===== config.mk =====
export PLATFORM = sky130hd
export DESIGN_NAME = sleep_pwr_ctrl
export DESIGN_NICKNAME = d
export VERILOG_FILES = /design/src/rtl/slp_pkg.sv /design/src/rtl/slp_ctrl_reg.sv /design/src/rtl/slp_seq.sv /design/src/rtl/slp_clkgate.sv /design/src/rtl/sleep_pwr_ctrl.sv
export SDC_FILE = /design/constraint.sdc
export NUM_CORES = 1
export LEC_CHECK = 0
export BUFFER_PORTS_ARGS = -buffer_cell sky130_fd_sc_hd__buf_2
export CAP_MARGIN = 15
export CELL_PAD_IN_SITES_DETAIL_PLACEMENT = 0
export CELL_PAD_IN_SITES_GLOBAL_PLACEMENT = 2
export CORE_ASPECT_RATIO = 1.2
export CORE_MARGIN = 2
export CORE_UTILIZATION = 26
export DETAILED_ROUTE_END_ITERATION = 12
export MAX_ROUTING_LAYER = met4
export PLACE_DENSITY_LB_ADDON = 0.15
export SLEW_MARGIN = 20
export SYNTH_ARGS = -nofsm -noshare
export SYNTH_HDL_FRONTEND = slang
export SYNTH_HIERARCHICAL = 1
export SYNTH_SLANG_ARGS = --single-unit

===== constraint.sdc =====
create_clock -name clk -period 1.8 [get_ports clk]
set_input_delay 0.36 -clock clk [delete_from_list [all_inputs] [get_ports clk]]
set_output_delay 0.36 -clock clk [all_outputs]
set_load 0.02 [all_outputs]

===== src/rtl/slp_pkg.sv =====
// Shared types and mode helpers for the sleep power controller.
// Assumes a 3-bit mode code; the reserved codes are those not listed below.
package slp_pkg;

    localparam int MODE_W = 3;

    typedef enum logic [1:0] {
        ST_RUN       = 2'd0,
        ST_SLEEP     = 2'd1,
        ST_STARTUP   = 2'd2,
        ST_WAKE_HALT = 2'd3
    } slp_state_e;

    localparam logic [MODE_W-1:0] MODE_IDLE       = 3'b000;
    localparam logic [MODE_W-1:0] MODE_CONV_QUIET = 3'b001;
    localparam logic [MODE_W-1:0] MODE_DEEP_OFF   = 3'b010;
    localparam logic [MODE_W-1:0] MODE_TIMER_KEEP = 3'b011;
    localparam logic [MODE_W-1:0] MODE_OSC_HOLD   = 3'b110;

    typedef struct packed {
        logic cpu;
        logic io;
        logic adc;
        logic async_tmr;
        logic osc;
    } clk_en_t;

    // True for the five legal mode codes.
    function automatic logic mode_valid(logic [MODE_W-1:0] m);
        return (m == MODE_IDLE) || (m == MODE_CONV_QUIET) || (m == MODE_DEEP_OFF) ||
               (m == MODE_TIMER_KEEP) || (m == MODE_OSC_HOLD);
    endfunction

    // True for modes that stop the main oscillator and need a start-up wait.
    function automatic logic needs_startup(logic [MODE_W-1:0] m);
        return (m == MODE_DEEP_OFF) || (m == MODE_TIMER_KEEP);
    endfunction

endpackage


===== src/rtl/slp_ctrl_reg.sv =====
// Sleep control register: an enable bit plus the mode code, behind a plain
// write strobe. Assumes a single-register space (no address decode); the
// unused upper bits are not stored and read back as zero.
module slp_ctrl_reg #(
    parameter int REG_W  = 8,
    parameter int MODE_W = 3
) (
    input  logic              clk,
    input  logic              rst_n,
    input  logic              wr_en,
    input  logic [REG_W-1:0]  wr_data,
    output logic [REG_W-1:0]  rd_data,
    output logic [MODE_W-1:0] mode_sel,
    output logic              sleep_en
);
    localparam int USED_W = MODE_W + 1;
    localparam int PAD_W  = REG_W - USED_W;

    logic [USED_W-1:0] bits_q;

    // Store the writable low bits; nothing clears them except reset or a write.
    always_ff @(posedge clk) begin
        if (!rst_n)
            bits_q <= '0;
        else if (wr_en)
            bits_q <= wr_data[USED_W-1:0];
    end

    assign rd_data  = {{PAD_W{1'b0}}, bits_q};
    assign mode_sel = bits_q[USED_W-1:1];
    assign sleep_en = bits_q[0];


    reg_write_chk: assert property (@(posedge clk) disable iff (!rst_n)
        wr_en |=> (rd_data == REG_W'($past(wr_data[USED_W-1:0]))));


    en_sticky_chk: assert property (@(posedge clk) disable iff (!rst_n)
        (!wr_en && sleep_en) |=> sleep_en);

endmodule


===== src/rtl/slp_seq.sv =====
// Sleep sequencer: decides sleep entry, latches the mode, and runs the
// start-up wait and the fixed halt window on wake. Assumes STARTUP_CYC >= 1
// and HALT_CYC >= 1, and that sleep_stb is a single-cycle pulse.
module slp_seq
    import slp_pkg::*;
#(
    parameter int STARTUP_CYC = 16,
    parameter int HALT_CYC    = 4
) (
    input  logic              clk,
    input  logic              rst_n,
    input  logic              sleep_stb,
    input  logic              sleep_en,
    input  logic [MODE_W-1:0] mode_sel,
    input  logic              irq_req,
    input  logic              rst_req,
    output slp_state_e        state_o,
    output logic [MODE_W-1:0] mode_o,
    output logic              wake_irq,
    output logic              wake_rst
);
    localparam int CNT_MAX = (STARTUP_CYC > HALT_CYC) ? STARTUP_CYC : HALT_CYC;
    localparam int CNT_W   = $clog2(CNT_MAX + 1);

    slp_state_e        st_q;
    logic [MODE_W-1:0] mode_q;
    logic [CNT_W-1:0]  cnt_q;
    logic              path_rst_q;
    logic              wake_irq_q;
    logic              wake_rst_q;

    // State machine, wait counter, wake path and release pulses.
    always_ff @(posedge clk) begin
        if (!rst_n) begin
            st_q       <= ST_RUN;
            mode_q     <= '0;
            cnt_q      <= '0;
            path_rst_q <= 1'b0;
            wake_irq_q <= 1'b0;
            wake_rst_q <= 1'b0;
        end else begin
            wake_irq_q <= 1'b0;
            wake_rst_q <= 1'b0;
            case (st_q)
                ST_RUN: begin
                    if (sleep_stb && sleep_en && mode_valid(mode_sel)) begin
                        st_q       <= ST_SLEEP;
                        mode_q     <= mode_sel;
                        path_rst_q <= 1'b0;
                    end
                end
                ST_SLEEP: begin
                    if (irq_req || rst_req) begin
                        path_rst_q <= rst_req;
                        if (needs_startup(mode_q)) begin
                            st_q  <= ST_STARTUP;
                            cnt_q <= CNT_W'(STARTUP_CYC - 1);
                        end else begin
                            st_q  <= ST_WAKE_HALT;
                            cnt_q <= CNT_W'(HALT_CYC - 1);
                        end
                    end
                end
                ST_STARTUP: begin
                    if (rst_req)
                        path_rst_q <= 1'b1;
                    if (cnt_q == '0) begin
                        st_q  <= ST_WAKE_HALT;
                        cnt_q <= CNT_W'(HALT_CYC - 1);
                    end else begin
                        cnt_q <= cnt_q - 1'b1;
                    end
                end
                default: begin
                    if (rst_req)
                        path_rst_q <= 1'b1;
                    if (cnt_q == '0) begin
                        st_q       <= ST_RUN;
                        wake_irq_q <= !(path_rst_q || rst_req);
                        wake_rst_q <= path_rst_q || rst_req;
                    end else begin
                        cnt_q <= cnt_q - 1'b1;
                    end
                end
            endcase
        end
    end

    assign state_o  = st_q;
    assign mode_o   = mode_q;
    assign wake_irq = wake_irq_q;
    assign wake_rst = wake_rst_q;

    // Checker-only count of cycles already spent in wake-halt.
    logic [CNT_W-1:0] halt_seen_q;
    always_ff @(posedge clk) begin
        if (!rst_n || st_q != ST_WAKE_HALT)
            halt_seen_q <= '0;
        else
            halt_seen_q <= halt_seen_q + 1'b1;
    end


    no_enable_chk: assert property (@(posedge clk) disable iff (!rst_n)
        (st_q == ST_RUN && sleep_stb && !sleep_en) |=> (st_q == ST_RUN));


    reserved_code_chk: assert property (@(posedge clk) disable iff (!rst_n)
        (st_q == ST_RUN && sleep_stb && !mode_valid(mode_sel)) |=> (st_q == ST_RUN));


    mode_hold_chk: assert property (@(posedge clk) disable iff (!rst_n)
        (st_q != ST_RUN && $past(st_q) != ST_RUN) |-> $stable(mode_q));


    halt_bound_chk: assert property (@(posedge clk) disable iff (!rst_n)
        (st_q == ST_WAKE_HALT) |-> (halt_seen_q < CNT_W'(HALT_CYC)));


    halt_len_chk: assert property (@(posedge clk) disable iff (!rst_n)
        ($past(st_q) == ST_WAKE_HALT && st_q == ST_RUN) |->
            ($past(halt_seen_q) == CNT_W'(HALT_CYC - 1)));


    release_excl_chk: assert property (@(posedge clk) disable iff (!rst_n)
        !(wake_irq_q && wake_rst_q));


    release_origin_chk: assert property (@(posedge clk) disable iff (!rst_n)
        (wake_irq_q || wake_rst_q) |-> ($past(st_q) == ST_WAKE_HALT && st_q == ST_RUN));

endmodule


===== src/rtl/slp_clkgate.sv =====
// Clock-enable decode: maps the sequencer state and latched mode onto the
// per-domain enables and the CPU halt. Purely combinational; the clock and
// reset are used only by the checks.
module slp_clkgate
    import slp_pkg::*;
(
    input  logic              clk,
    input  logic              rst_n,
    input  slp_state_e        state_i,
    input  logic [MODE_W-1:0] mode_i,
    output clk_en_t           en_o,
    output logic              halt_o
);
    clk_en_t sleep_en_v;

    // Enable pattern for each low-power mode while fully asleep.
    always_comb begin
        case (mode_i)
            MODE_IDLE:       sleep_en_v = '{cpu:1'b0, io:1'b1, adc:1'b1, async_tmr:1'b1, osc:1'b1};
            MODE_CONV_QUIET: sleep_en_v = '{cpu:1'b0, io:1'b0, adc:1'b1, async_tmr:1'b1, osc:1'b1};
            MODE_DEEP_OFF:   sleep_en_v = '{cpu:1'b0, io:1'b0, adc:1'b0, async_tmr:1'b0, osc:1'b0};
            MODE_TIMER_KEEP: sleep_en_v = '{cpu:1'b0, io:1'b0, adc:1'b0, async_tmr:1'b1, osc:1'b0};
            MODE_OSC_HOLD:   sleep_en_v = '{cpu:1'b0, io:1'b0, adc:1'b0, async_tmr:1'b0, osc:1'b1};
            default:         sleep_en_v = '1;
        endcase
    end

    // Select the enables for the current state; start-up restarts the oscillator.
    always_comb begin
        case (state_i)
            ST_SLEEP:   en_o = sleep_en_v;
            ST_STARTUP: begin
                en_o     = sleep_en_v;
                en_o.osc = 1'b1;
            end
            default:    en_o = '1;
        endcase
    end

    assign halt_o = (state_i != ST_RUN);


    cpu_gated_chk: assert property (@(posedge clk) disable iff (!rst_n)
        (state_i == ST_SLEEP) |-> !en_o.cpu);


    deep_off_chk: assert property (@(posedge clk) disable iff (!rst_n)
        (state_i == ST_SLEEP && mode_i == MODE_DEEP_OFF) |-> (en_o == '0));


    osc_startup_chk: assert property (@(posedge clk) disable iff (!rst_n)
        (state_i == ST_STARTUP) |-> en_o.osc);


    halt_clocks_chk: assert property (@(posedge clk) disable iff (!rst_n)
        (state_i == ST_WAKE_HALT) |-> (halt_o && en_o == '1));

endmodule


===== src/rtl/sleep_pwr_ctrl.sv =====
// Sleep mode power controller top: control register, sleep/wake sequencer
// and clock-enable decode. Assumes one clock domain, a synchronous
// active-low reset, and wake requests that are already masked by enables.
module sleep_pwr_ctrl
    import slp_pkg::*;
#(
    parameter int STARTUP_CYC = 16,
    parameter int HALT_CYC    = 4,
    parameter int REG_W       = 8
) (
    input  logic             clk,
    input  logic             rst_n,
    input  logic             reg_we,
    input  logic [REG_W-1:0] reg_wdata,
    output logic [REG_W-1:0] reg_rdata,
    input  logic             sleep_stb,
    input  logic             irq_req,
    input  logic             rst_req,
    output logic             clk_en_cpu,
    output logic             clk_en_io,
    output logic             clk_en_adc,
    output logic             clk_en_async,
    output logic             osc_en,
    output logic             cpu_halt,
    output logic             wake_irq,
    output logic             wake_rst,
    output logic [1:0]       stat_state,
    output logic [MODE_W-1:0] stat_mode
);
    logic [MODE_W-1:0] mode_sel;
    logic              sleep_en;
    slp_state_e        seq_state;
    logic [MODE_W-1:0] seq_mode;
    clk_en_t           en;

    slp_ctrl_reg #(.REG_W(REG_W), .MODE_W(MODE_W)) u_reg (
        .clk      (clk),
        .rst_n    (rst_n),
        .wr_en    (reg_we),
        .wr_data  (reg_wdata),
        .rd_data  (reg_rdata),
        .mode_sel (mode_sel),
        .sleep_en (sleep_en)
    );

    slp_seq #(.STARTUP_CYC(STARTUP_CYC), .HALT_CYC(HALT_CYC)) u_seq (
        .clk       (clk),
        .rst_n     (rst_n),
        .sleep_stb (sleep_stb),
        .sleep_en  (sleep_en),
        .mode_sel  (mode_sel),
        .irq_req   (irq_req),
        .rst_req   (rst_req),
        .state_o   (seq_state),
        .mode_o    (seq_mode),
        .wake_irq  (wake_irq),
        .wake_rst  (wake_rst)
    );

    slp_clkgate u_gate (
        .clk     (clk),
        .rst_n   (rst_n),
        .state_i (seq_state),
        .mode_i  (seq_mode),
        .en_o    (en),
        .halt_o  (cpu_halt)
    );

    assign clk_en_cpu   = en.cpu;
    assign clk_en_io    = en.io;
    assign clk_en_adc   = en.adc;
    assign clk_en_async = en.async_tmr;
    assign osc_en       = en.osc;
    assign stat_state   = seq_state;
    assign stat_mode    = seq_mode;


    halt_run_chk: assert property (@(posedge clk) disable iff (!rst_n)
        (wake_irq || wake_rst) |-> !cpu_halt);

endmodule


==> reports/qor.txt, run 1 <==
================================================================================
CTS Hold Buffers Added ............................................            0
Clock Latency Late Sink ...........................................      0.25 ns
Drt pass-1 iters ..................................................            4
Starting Density ..................................................       26.75%
Count of vias placed by the detailed router .......................         1053
Area of the die ...................................................     4896 um2
Worst-path clk slew ...............................................      0.07 ns
Wire length of the first global-routing pass ......................     4.478 mm
Count of state elements after synthesis ...........................           17
Number of input and output port buffers inserted ..................           26
Hold path depth ...................................................            2
Clock net sink count ..............................................           17
CORE AREA .........................................................     4229 um2
Clock buffer depth ................................................            2
Synth-to-Final Area Change ........................................       32.19%
Setup Crit Path Kind ..............................................   reg -> out
Syn avg cell area .................................................    8.634 um2
Max H-tree Level ..................................................            1
Residual DRC count ................................................            0
Sequential cell area fraction in the yosys report .................       30.09%
Maximum clock frequency ...........................................   0.5731 GHz
Hold path endpoint ................................................ u_seq/wake_irq
Pin count of the biggest net entering global routing ..............           12
Largest fanout on the critical path ...............................            5
Final RePlAce weighted congestion .................................       0.7806
Critical path startpoint category .................................         flop
Final wirelength ..................................................     2.771 mm
Power density relative to cell area ...............................  1548 nW/um2
Number of pins with negative max-slew slack in the final report ...            0
HPWL after detailed placement .....................................     2.139 mm
Max Cap Violations ................................................            0
Slowest CP cell ...................................................      dfxtp_4
Vias in the first global route ....................................         1024
Avg Vias per Cell .................................................        4.639
TritonCTS clock tree ..............................................          yes
Overall fraction of global-route tracks in use ....................       11.73%
# IOs .............................................................           35
Number of warning messages in the yosys log .......................            6
Peak ir drop on the vdd network ...................................    0.6859 mV
Antenna diode count ...............................................            0
Cell area after synthesis .........................................     1131 um2
Number of antenna violations at the first check in global routing .            0
Leakage dissipation ...............................................    0.6375 nW
Antenna-violating nets left .......................................            0
Avg WL per Cell ...................................................     12.21 um
Run status ........................................................ finished, final reports clean
Number of setup violations in the final report ....................            0
Hold path start ...................................................      rst_req
Number of library cell types mapped by synthesis ..................           39
Count of final hold-check violations ..............................            0
Worst-case clock skew .............................................  0.002035 ns
Standard-cell rows ................................................           26
Ordered list of cells on the worst path ........................... inv_2 > ha_4 > inv_1 > a211o_1 > buf_6
R2R Path Start .................................................... u_seq/state_o[0]
Post-synthesis cell count .........................................          131
Endpoint required time on the critical path .......................      1.44 ns
Height of the die .................................................     76.25 um
Number of buffers added by the clock tree synthesis step ..........            3
Initial DRC count .................................................           40
PnR Total Power ...................................................     2.315 mW
Fraction of final layout cells with drive strength greater than 1 .       38.01%
Reg-to-reg setup timing slack .....................................      0.10 ns
Endpoint kind of the worst setup timing path ......................   output pin
Final min period ..................................................     1.745 ns
Remaining global-route overflow ...................................            0
Maximum single-stage delay on the critical path ...................      0.37 ns
Number of cells on the worst reg-to-reg path ......................            6
Hold Crit Class ...................................................    in -> reg
Root cell of the clock tree .......................................     clkbuf_8
Crit path arrival time ............................................      1.38 ns
Critical register-to-register path endpoint ....................... u_seq/cnt_q[2]
Fraction of the cycle the final worst path needs ..................       96.94%
Die W .............................................................     64.21 um
Final worst hold slack ............................................    0.3269 ns
RSZ-0062 raised after global routing ..............................         true
Layout Nets .......................................................          194
================================================================================
[cell type report]
type	instances	area [um2]
fillers	462	2734
clock buffers	4	45.04
multi-input cells	95	720.7
inverters	12	45.04
repair buffers	43	266.5
well taps	56	70.07
flip-flops and latches	17	347.8
[cells in the mapped netlist (all sizes together)]
library cell / count / share of area, %
a211o: 3 / 2.3
a211oi: 1 / 0.66
a21boi: 2 / 1.3
a21oi: 7 / 3.1
a311oi: 1 / 0.77
a31oi: 3 / 1.7
a32oi: 1 / 0.77
and2: 1 / 0.55
and3: 1 / 0.55
buf: 9 / 6.3
clkbuf: 1 / 0.33
clkinv: 1 / 0.33
conb: 1 / 0.33
dfxtp: 17 / 30
ha: 8 / 8.8
inv: 11 / 3.7
mux2i: 9 / 8.0
nand2: 7 / 2.3
nand2b: 4 / 2.2
nand3: 1 / 0.44
nand3b: 1 / 0.66
nand4bb: 1 / 1.0
nor2: 9 / 3.0
nor2b: 6 / 3.3
nor3: 1 / 0.88
nor3b: 1 / 0.66
nor4: 1 / 0.55
nor4b: 1 / 0.77
o211ai: 1 / 0.66
o21ai: 10 / 4.4
o221ai: 1 / 2.3
o311a: 1 / 1.0
o31ai: 2 / 1.3
or2: 1 / 0.55
or3: 1 / 0.55
or3b: 2 / 1.5
or4: 1 / 1.0
or4b: 1 / 1.2
[worst max-delay path, delay by kind of cell (launching register included)]
family	cells	cell delay, ns
buf+inv	3	0.22
compound gates	1	0.27
flops	1	0.37
fa+ha+maj	1	0.28
[worst max-delay path by stage]
| stage | cells after the start | to | startpoint | slack [ns] |
|---|---|---|---|---|
| 2_1_floorplan | 5 | u_seq/wake_irq | u_seq/state_o[0] | 0.09 |
| 4_1_cts | 5 | osc_en | u_seq/state_o[1] | 0.004 |
| 3_3_place_gp | 6 | u_seq/cnt_q[2] | u_seq/cnt_q[0] | 0.11 |
| 6_report | 5 | osc_en | u_seq/state_o[1] | 0.06 |
| 5_1_grt | 5 | clk_en_cpu | u_seq/state_o[1] | -0.007 |
| 3_5_place_dp | 6 | u_seq/cnt_q[2] | u_seq/cnt_q[0] | 0.07 |
[report_power, final]
part,switching (mW),internal [mW]
Clock,0.129,0.157
Combinational,0.775,0.743
Sequential,0.0549,0.456
Total,0.959,1.36
[kinds of logic after synthesis]
logic type	share of synthesized area (%)
DFF	30.09
buffers and inverters	10.62
and+or+nand+nor	21.79
AOI/OAI and AO/OA	20.35
other	0.3315
adders and majority gates	8.850
muxes	7.965
[metrics by stage]
stage	utilization, %	setup WS, ns	std cells	setup TNS, ns	area [um2]
floorplan	-	0.08553	134	0	1145
global placement	32.16	0.1142	218	0	1360
detailed placement	32.16	0.07036	218	0	1360
CTS	34.35	0.004388	226	0	1453
global route	35.36	-0.006868	227	-0.01061	1495
finish	35.36	0.05515	227	0	1495
[state kept, by name, summed over array words and instances, names as in the netlist]
name              flops
u_seq/cnt_q           5
u_reg/bits_q          4
u_seq/mode_o          3
u_seq/state_o         2
u_seq/path_rst_q      1
u_seq/wake_irq        1
u_seq/wake_rst        1
[metal layers]
| metal | up-vias | track usage, % | share of wire [%] |
|---|---|---|---|
| met3 | 2 | 1.773 | 2.7 |
| met1 | 508 | 13.21 | 44 |
| met4 | 0 | 3.830 | 0.61 |
| li1 | 529 | - | - |
| met5 | - | - | 0 |
| met2 | 14 | 20.94 | 53 |
[repair_timing]
item | CTS | global route
endpoints found under the setup margin | 4 | 10
resized for setup | 3 | 13
pin swaps | 0 | 2
setup buffers | 4 | 1
[placed cells by master, fill, tap and decap left out, types with 3 or more instances in the layout]
master / netlist / final
a211o_1: 3 / 3
a21oi_1: 7 / 7
a31oi_1: 3 / 3
buf_2: 0 / 24
buf_4: 8 / 18
clkbuf_8: 0 / 3
conb_1: 1 / 4
dfxtp_1: 17 / 15
ha_1: 8 / 4
ha_2: 0 / 3
inv_1: 11 / 9
mux2i_1: 9 / 9
nand2_1: 7 / 7
nand2b_1: 4 / 4
nor2_1: 9 / 8
nor2b_1: 6 / 6
o21ai_0: 10 / 9
Power figures use the tool's default switching activity.
==> inputs of run 2 (changes only) <==
- CORE_UTILIZATION: 26 -> 31
- SETUP_SLACK_MARGIN: unset -> 0.1
- clock period: 1.8 -> 2.1 ns (I/O delays scaled with it)
==> reports/qor.txt, run 2 (synthesis gave the netlist of run 1 again) <==
==================================================================================
Run status .......................................................... finished, final reports clean
Antenna-violating nets left .........................................            0
Kind of cell adding the most delay to the critical path .............   flip-flops
Root cell of the clock tree .........................................     clkbuf_8
Critical path startpoint category ...................................         flop
Height of the die ...................................................     70.17 um
# IOs ...............................................................           35
Buf/Inv on CP .......................................................            3
Standard-cell rows ..................................................           24
Ordered list of cells on the worst path ............................. inv_1 > ha_4 > inv_1 > a211o_1 > buf_2
Leakage dissipation .................................................    0.5753 nW
Max H-tree Level ....................................................            1
Antenna diode count .................................................            0
HPWL after detailed placement .......................................     2.031 mm
Synth-to-Final Area Change ..........................................       20.02%
Peak ir drop on the vdd network .....................................    0.4330 mV
Setup Crit Path Kind ................................................   reg -> out
Overall fraction of global-route tracks in use ......................       13.84%
Pin count of the biggest net entering global routing ................           11
Final wirelength ....................................................     2.598 mm
TritonCTS clock tree ................................................          yes
Endpoint required time on the critical path .........................      1.68 ns
Drt pass-1 iters ....................................................            4
Avg Vias per Cell ...................................................        5.025
Number of setup violations in the final report ......................            0
Avg WL per Cell .....................................................     13.06 um
Initial DRC count ...................................................           40
Most Frequent Cell on Critical Path .................................        inv_1
Most flops, register ................................................  u_seq/cnt_q
Fraction of final layout cells with drive strength greater than 1 ...       29.38%
Clock net sink count ................................................           17
Fraction of the cycle the final worst path needs ....................       90.57%
Hold Crit Class .....................................................    in -> reg
Die W ...............................................................     59.14 um
Top library cells by usage in the layout, fill and taps aside ....... buf_2, dfxtp_1, inv_1
Endpoint kind of the worst setup timing path ........................   output pin
Slowest CP cell .....................................................      dfxtp_4
Number of pins with negative max-slew slack in the final report .....            0
Clock buffer depth ..................................................            2
Max Cap Violations ..................................................            0
Count of vias placed by the detailed router .........................         1000
Vias in the first global route ......................................          976
Final RePlAce weighted congestion ...................................       0.7107
PnR Total Power .....................................................     1.756 mW
Wire length of the first global-routing pass ........................     4.312 mm
Sum Neg Setup Slack .................................................         0 ns
CORE AREA ...........................................................     3573 um2
Largest fanout on the critical path .................................            7
Remaining global-route overflow .....................................            0
Routing usage on met2 ...............................................       22.84%
Worst-path clk slew .................................................      0.07 ns
Final min period ....................................................     1.902 ns
CTS Hold Buffers Added ..............................................            0
Flip-flop count of the largest register, all copies and words added .            5
GR Util met1 ........................................................       16.21%
Count of placed standard cells including taps .......................          195
Count of final hold-check violations ................................            0
Crit path arrival time ..............................................      1.48 ns
Met3 capacity usage during global routing ...........................       1.667%
Layer carrying the most global-route usage ..........................         met2
Area of the die .....................................................     4150 um2
RSZ-0062 raised after global routing ................................        false
Number of antenna violations at the first check in global routing ...            0
Residual DRC count ..................................................            0
Number of input and output port buffers inserted ....................           26
Maximum single-stage delay on the critical path .....................      0.40 ns
Non-Filler Instances ................................................          199
Final core occ ......................................................       37.99%
Clock Latency Late Sink .............................................      0.26 ns
Commonest non-fill, non-tap cell in the layout ......................        buf_2
Worst-case clock skew ...............................................  0.005196 ns
Starting Density ....................................................       31.65%
Power density relative to cell area .................................  1294 nW/um2
Number of buffers added by the clock tree synthesis step ............            3
Layout Nets .........................................................          183
Maximum clock frequency .............................................   0.5258 GHz
Final worst hold slack ..............................................    0.3757 ns
==================================================================================
run 2: worst paths after layout:
check / startpoint / end / slack (ns) / cells after the start
worst max-delay path: u_seq/state_o[0] / osc_en / 0.20 / 5
worst min-delay path: rst_req / u_seq/wake_irq / 0.38 / 2
worst max register to register: u_seq/cnt_q[0] / u_seq/cnt_q[2] / 0.26 / 6
worst min register to register: u_seq/path_rst_q / u_seq/wake_irq / 0.47 / 1
run 2: power by group:
part	internal [mW]	total (mW)	switching (mW)
registers	0.392	0.478	0.0865
clock network	0.132	0.250	0.118
logic	0.459	1.03	0.569
run 2: layer usage:
| layer | share of wire [%] | wire length [um] | vias up |
|---|---|---|---|
| li1 | - | - | 506 |
| met1 | 43 | 1125 | 471 |
| met2 | 52 | 1346 | 18 |
| met3 | 2.6 | 68 | 5 |
| met4 | 2.2 | 58 | 0 |
| met5 | 0 | 0 | - |
run 2: through the flow:
step	setup slack (ns)	cell area, um2
after global routing	0.1012	1358
after global placement	0.2748	1291
after floorplan	0.1840	1142
after detailed placement	0.2420	1291
final	0.1980	1358
after CTS	0.1160	1345
run 2: final cells by class:
type,instances,area (um2)
Clock buffer,3,41.29
Sequential cell,17,347.8
Clock inverter,1,5.005
Multi-Input combinational cell,95,694.4
Timing Repair Buffer,32,175.2
Tap cell,39,48.80
Fill cell,376,2216
Inverter,12,45.04
run 2: what timing repair did:
action,4_1_cts,5_1_grt
buffers inserted,0,0
endpoints found under the hold margin,0,0
cloned,0,0
setup endpoints to repair,5,1
gates resized for setup,4,1
==> inputs of run 3 (changes only) <==
- CORE_UTILIZATION: 31 -> 29
- CTS_CLUSTER_SIZE: unset -> 40
- clock period: 2.1 -> 2.12 ns (I/O delays scaled with it)
==> reports/qor.txt, run 3 (synthesis gave the netlist of run 1 again) <==
==================================================================================
Max H-tree Level ....................................................            1
PnR worst setup slack ...............................................    0.2047 ns
Remaining global-route overflow .....................................            0
Residual DRC count ..................................................            0
Clock Latency Late Sink .............................................      0.24 ns
Placement Setup Slack ...............................................    0.2088 ns
Area of the die .....................................................     4418 um2
Final design instance area without fill .............................     1356 um2
Pin count of the biggest net entering global routing ................           12
Post-CTS repair timing setup buffer count ...........................            0
Number of pins with negative max-slew slack in the final report .....            0
Count of final hold-check violations ................................            0
Number of buffers added by the clock tree synthesis step ............            3
CTS Hold Buffers Added ..............................................            0
HPWL after detailed placement .......................................     2.061 mm
Number of antenna violations at the first check in global routing ...            0
Peak ir drop on the vdd network .....................................    0.4283 mV
Final wirelength ....................................................     2.545 mm
Setup Crit Path Kind ................................................   reg -> out
Die W ...............................................................     61.01 um
Switching share of power ............................................       44.06%
Flip-flop count of the largest register, all copies and words added .            5
Final RePlAce weighted congestion ...................................       0.7862
Critical path startpoint category ...................................         flop
Leakage dissipation .................................................    0.5649 nW
Sequential group share of total power ...............................        27.6%
Placed Area .........................................................     1292 um2
Commonest non-fill, non-tap cell in the layout ......................        buf_2
Starting Density ....................................................       30.62%
Fraction of final layout cells with drive strength greater than 1 ...       28.48%
Synth-to-Final Area Change ..........................................       19.91%
Max Cap Violations ..................................................            0
Fraction of the cycle the final worst path needs ....................       90.34%
Endpoint required time on the critical path .........................      1.70 ns
Count of placed standard cells including taps .......................          206
Final min period ....................................................     1.915 ns
Clock network fraction of total power ...............................        13.6%
Sum Neg Setup Slack .................................................         0 ns
Layout Nets .........................................................          181
Height of the die ...................................................     72.41 um
RSZ-0062 raised after global routing ................................         true
Top library cells by usage in the layout, fill and taps aside ....... buf_2, dfxtp_1, inv_1
Root cell of the clock tree .........................................     clkbuf_8
Endpoint kind of the worst setup timing path ........................   output pin
Run status .......................................................... finished, final reports clean
Worst-path clk slew .................................................      0.06 ns
CORE AREA ...........................................................     3694 um2
Number of setup violations in the final report ......................            0
Clock buffer depth ..................................................            2
Avg WL per Cell .....................................................     12.12 um
Non-Filler Instances ................................................          210
# IOs ...............................................................           35
Vias in the first global route ......................................          912
Reg-to-reg setup timing slack .......................................      0.29 ns
Count of vias placed by the detailed router .........................          984
Antenna-violating nets left .........................................            0
TritonCTS clock tree ................................................          yes
Number of input and output port buffers inserted ....................           26
Wire length of the first global-routing pass ........................     4.229 mm
Clock net sink count ................................................           17
Crit path arrival time ..............................................      1.49 ns
Logic pwr share .....................................................        58.8%
Cell internal power dissipation .....................................    0.9641 mW
Switching component of the power ....................................    0.7594 mW
Hold Crit Class .....................................................    in -> reg
Standard-cell rows ..................................................           24
Largest fanout on the critical path .................................            9
Overall fraction of global-route tracks in use ......................       12.64%
Worst-case clock skew ............................................... 0.0007094 ns
Most flops, register ................................................  u_seq/cnt_q
Antenna diode count .................................................            0
Fill cell instance count of the final layout ........................          402
Power density relative to cell area .................................  1271 nW/um2
Initial DRC count ...................................................           31
Drt pass-1 iters ....................................................            4
Maximum clock frequency .............................................   0.5221 GHz
Avg Vias per Cell ...................................................        4.686
==================================================================================
[run 3: changes by cell type in the layout (fill, tap and decap cells not counted), sizes merged]
cell / delta
buf: -2
[run 3: worst max-delay path, stage by stage (launching register included)]
cell	delay, ns
dfxtp_4	0.41
inv_1	0.10
ha_4	0.29
inv_1	0.04
a211o_1	0.25
buf_2	0.16
[run 3: worst paths after layout]
kind | endpoint | cells past startpoint | startpoint
setup reg to reg | u_seq/cnt_q[2] | 6 | u_seq/cnt_q[0]
setup / recovery | osc_en | 5 | u_seq/state_o[0]
hold / removal | u_seq/wake_irq | 2 | rst_req
hold reg to reg | u_seq/wake_irq | 1 | u_seq/path_rst_q
[run 3: through the flow]
step	total power, mW	hold slack [ns]	utilization, %
floorplan	1.214	0.4292	-
global placement	1.453	0.4585	34.99
detailed placement	1.468	0.4579	34.99
CTS	1.726	0.3874	36.38
global route	1.891	0.4086	36.72
finish	1.723	0.3919	36.72
[run 3: what timing repair did]
item | 4_1_cts | 5_1_grt
resized for setup | 3 | 1
endpoints found under the setup margin | 5 | 1
hold endpoints to repair | 0 | 0
[run 3: area by class of cell]
class	instances	area (um2)	area share, %
clock inverters	1	5.005	0.3690
clock buffers	3	41.29	3.044
inverters	12	45.04	3.321
well taps	52	65.06	4.797
repair buffers	30	160.2	11.81
flip-flops and latches	17	345.3	25.46
multi-input cells	95	694.4	51.20
[run 3: per-layer routing]
metal	share of wire [%]	vias to the layer above	global-route usage [%]
met4	0.24	0	2.174
met2	53	15	21.27
met3	2.6	2	1.604
met1	44	461	16.25
li1	-	506	-
met5	0	-	-
[run 3: power groups by stage]
stage	Combinational, mW	Sequential [mW]	Clock, mW
after detailed placement	0.991	0.477	0
after global routing	1.13	0.491	0.267
after CTS	0.996	0.478	0.252
after floorplan	0.733	0.481	0
final	1.01	0.476	0.234
after global placement	0.975	0.477	0
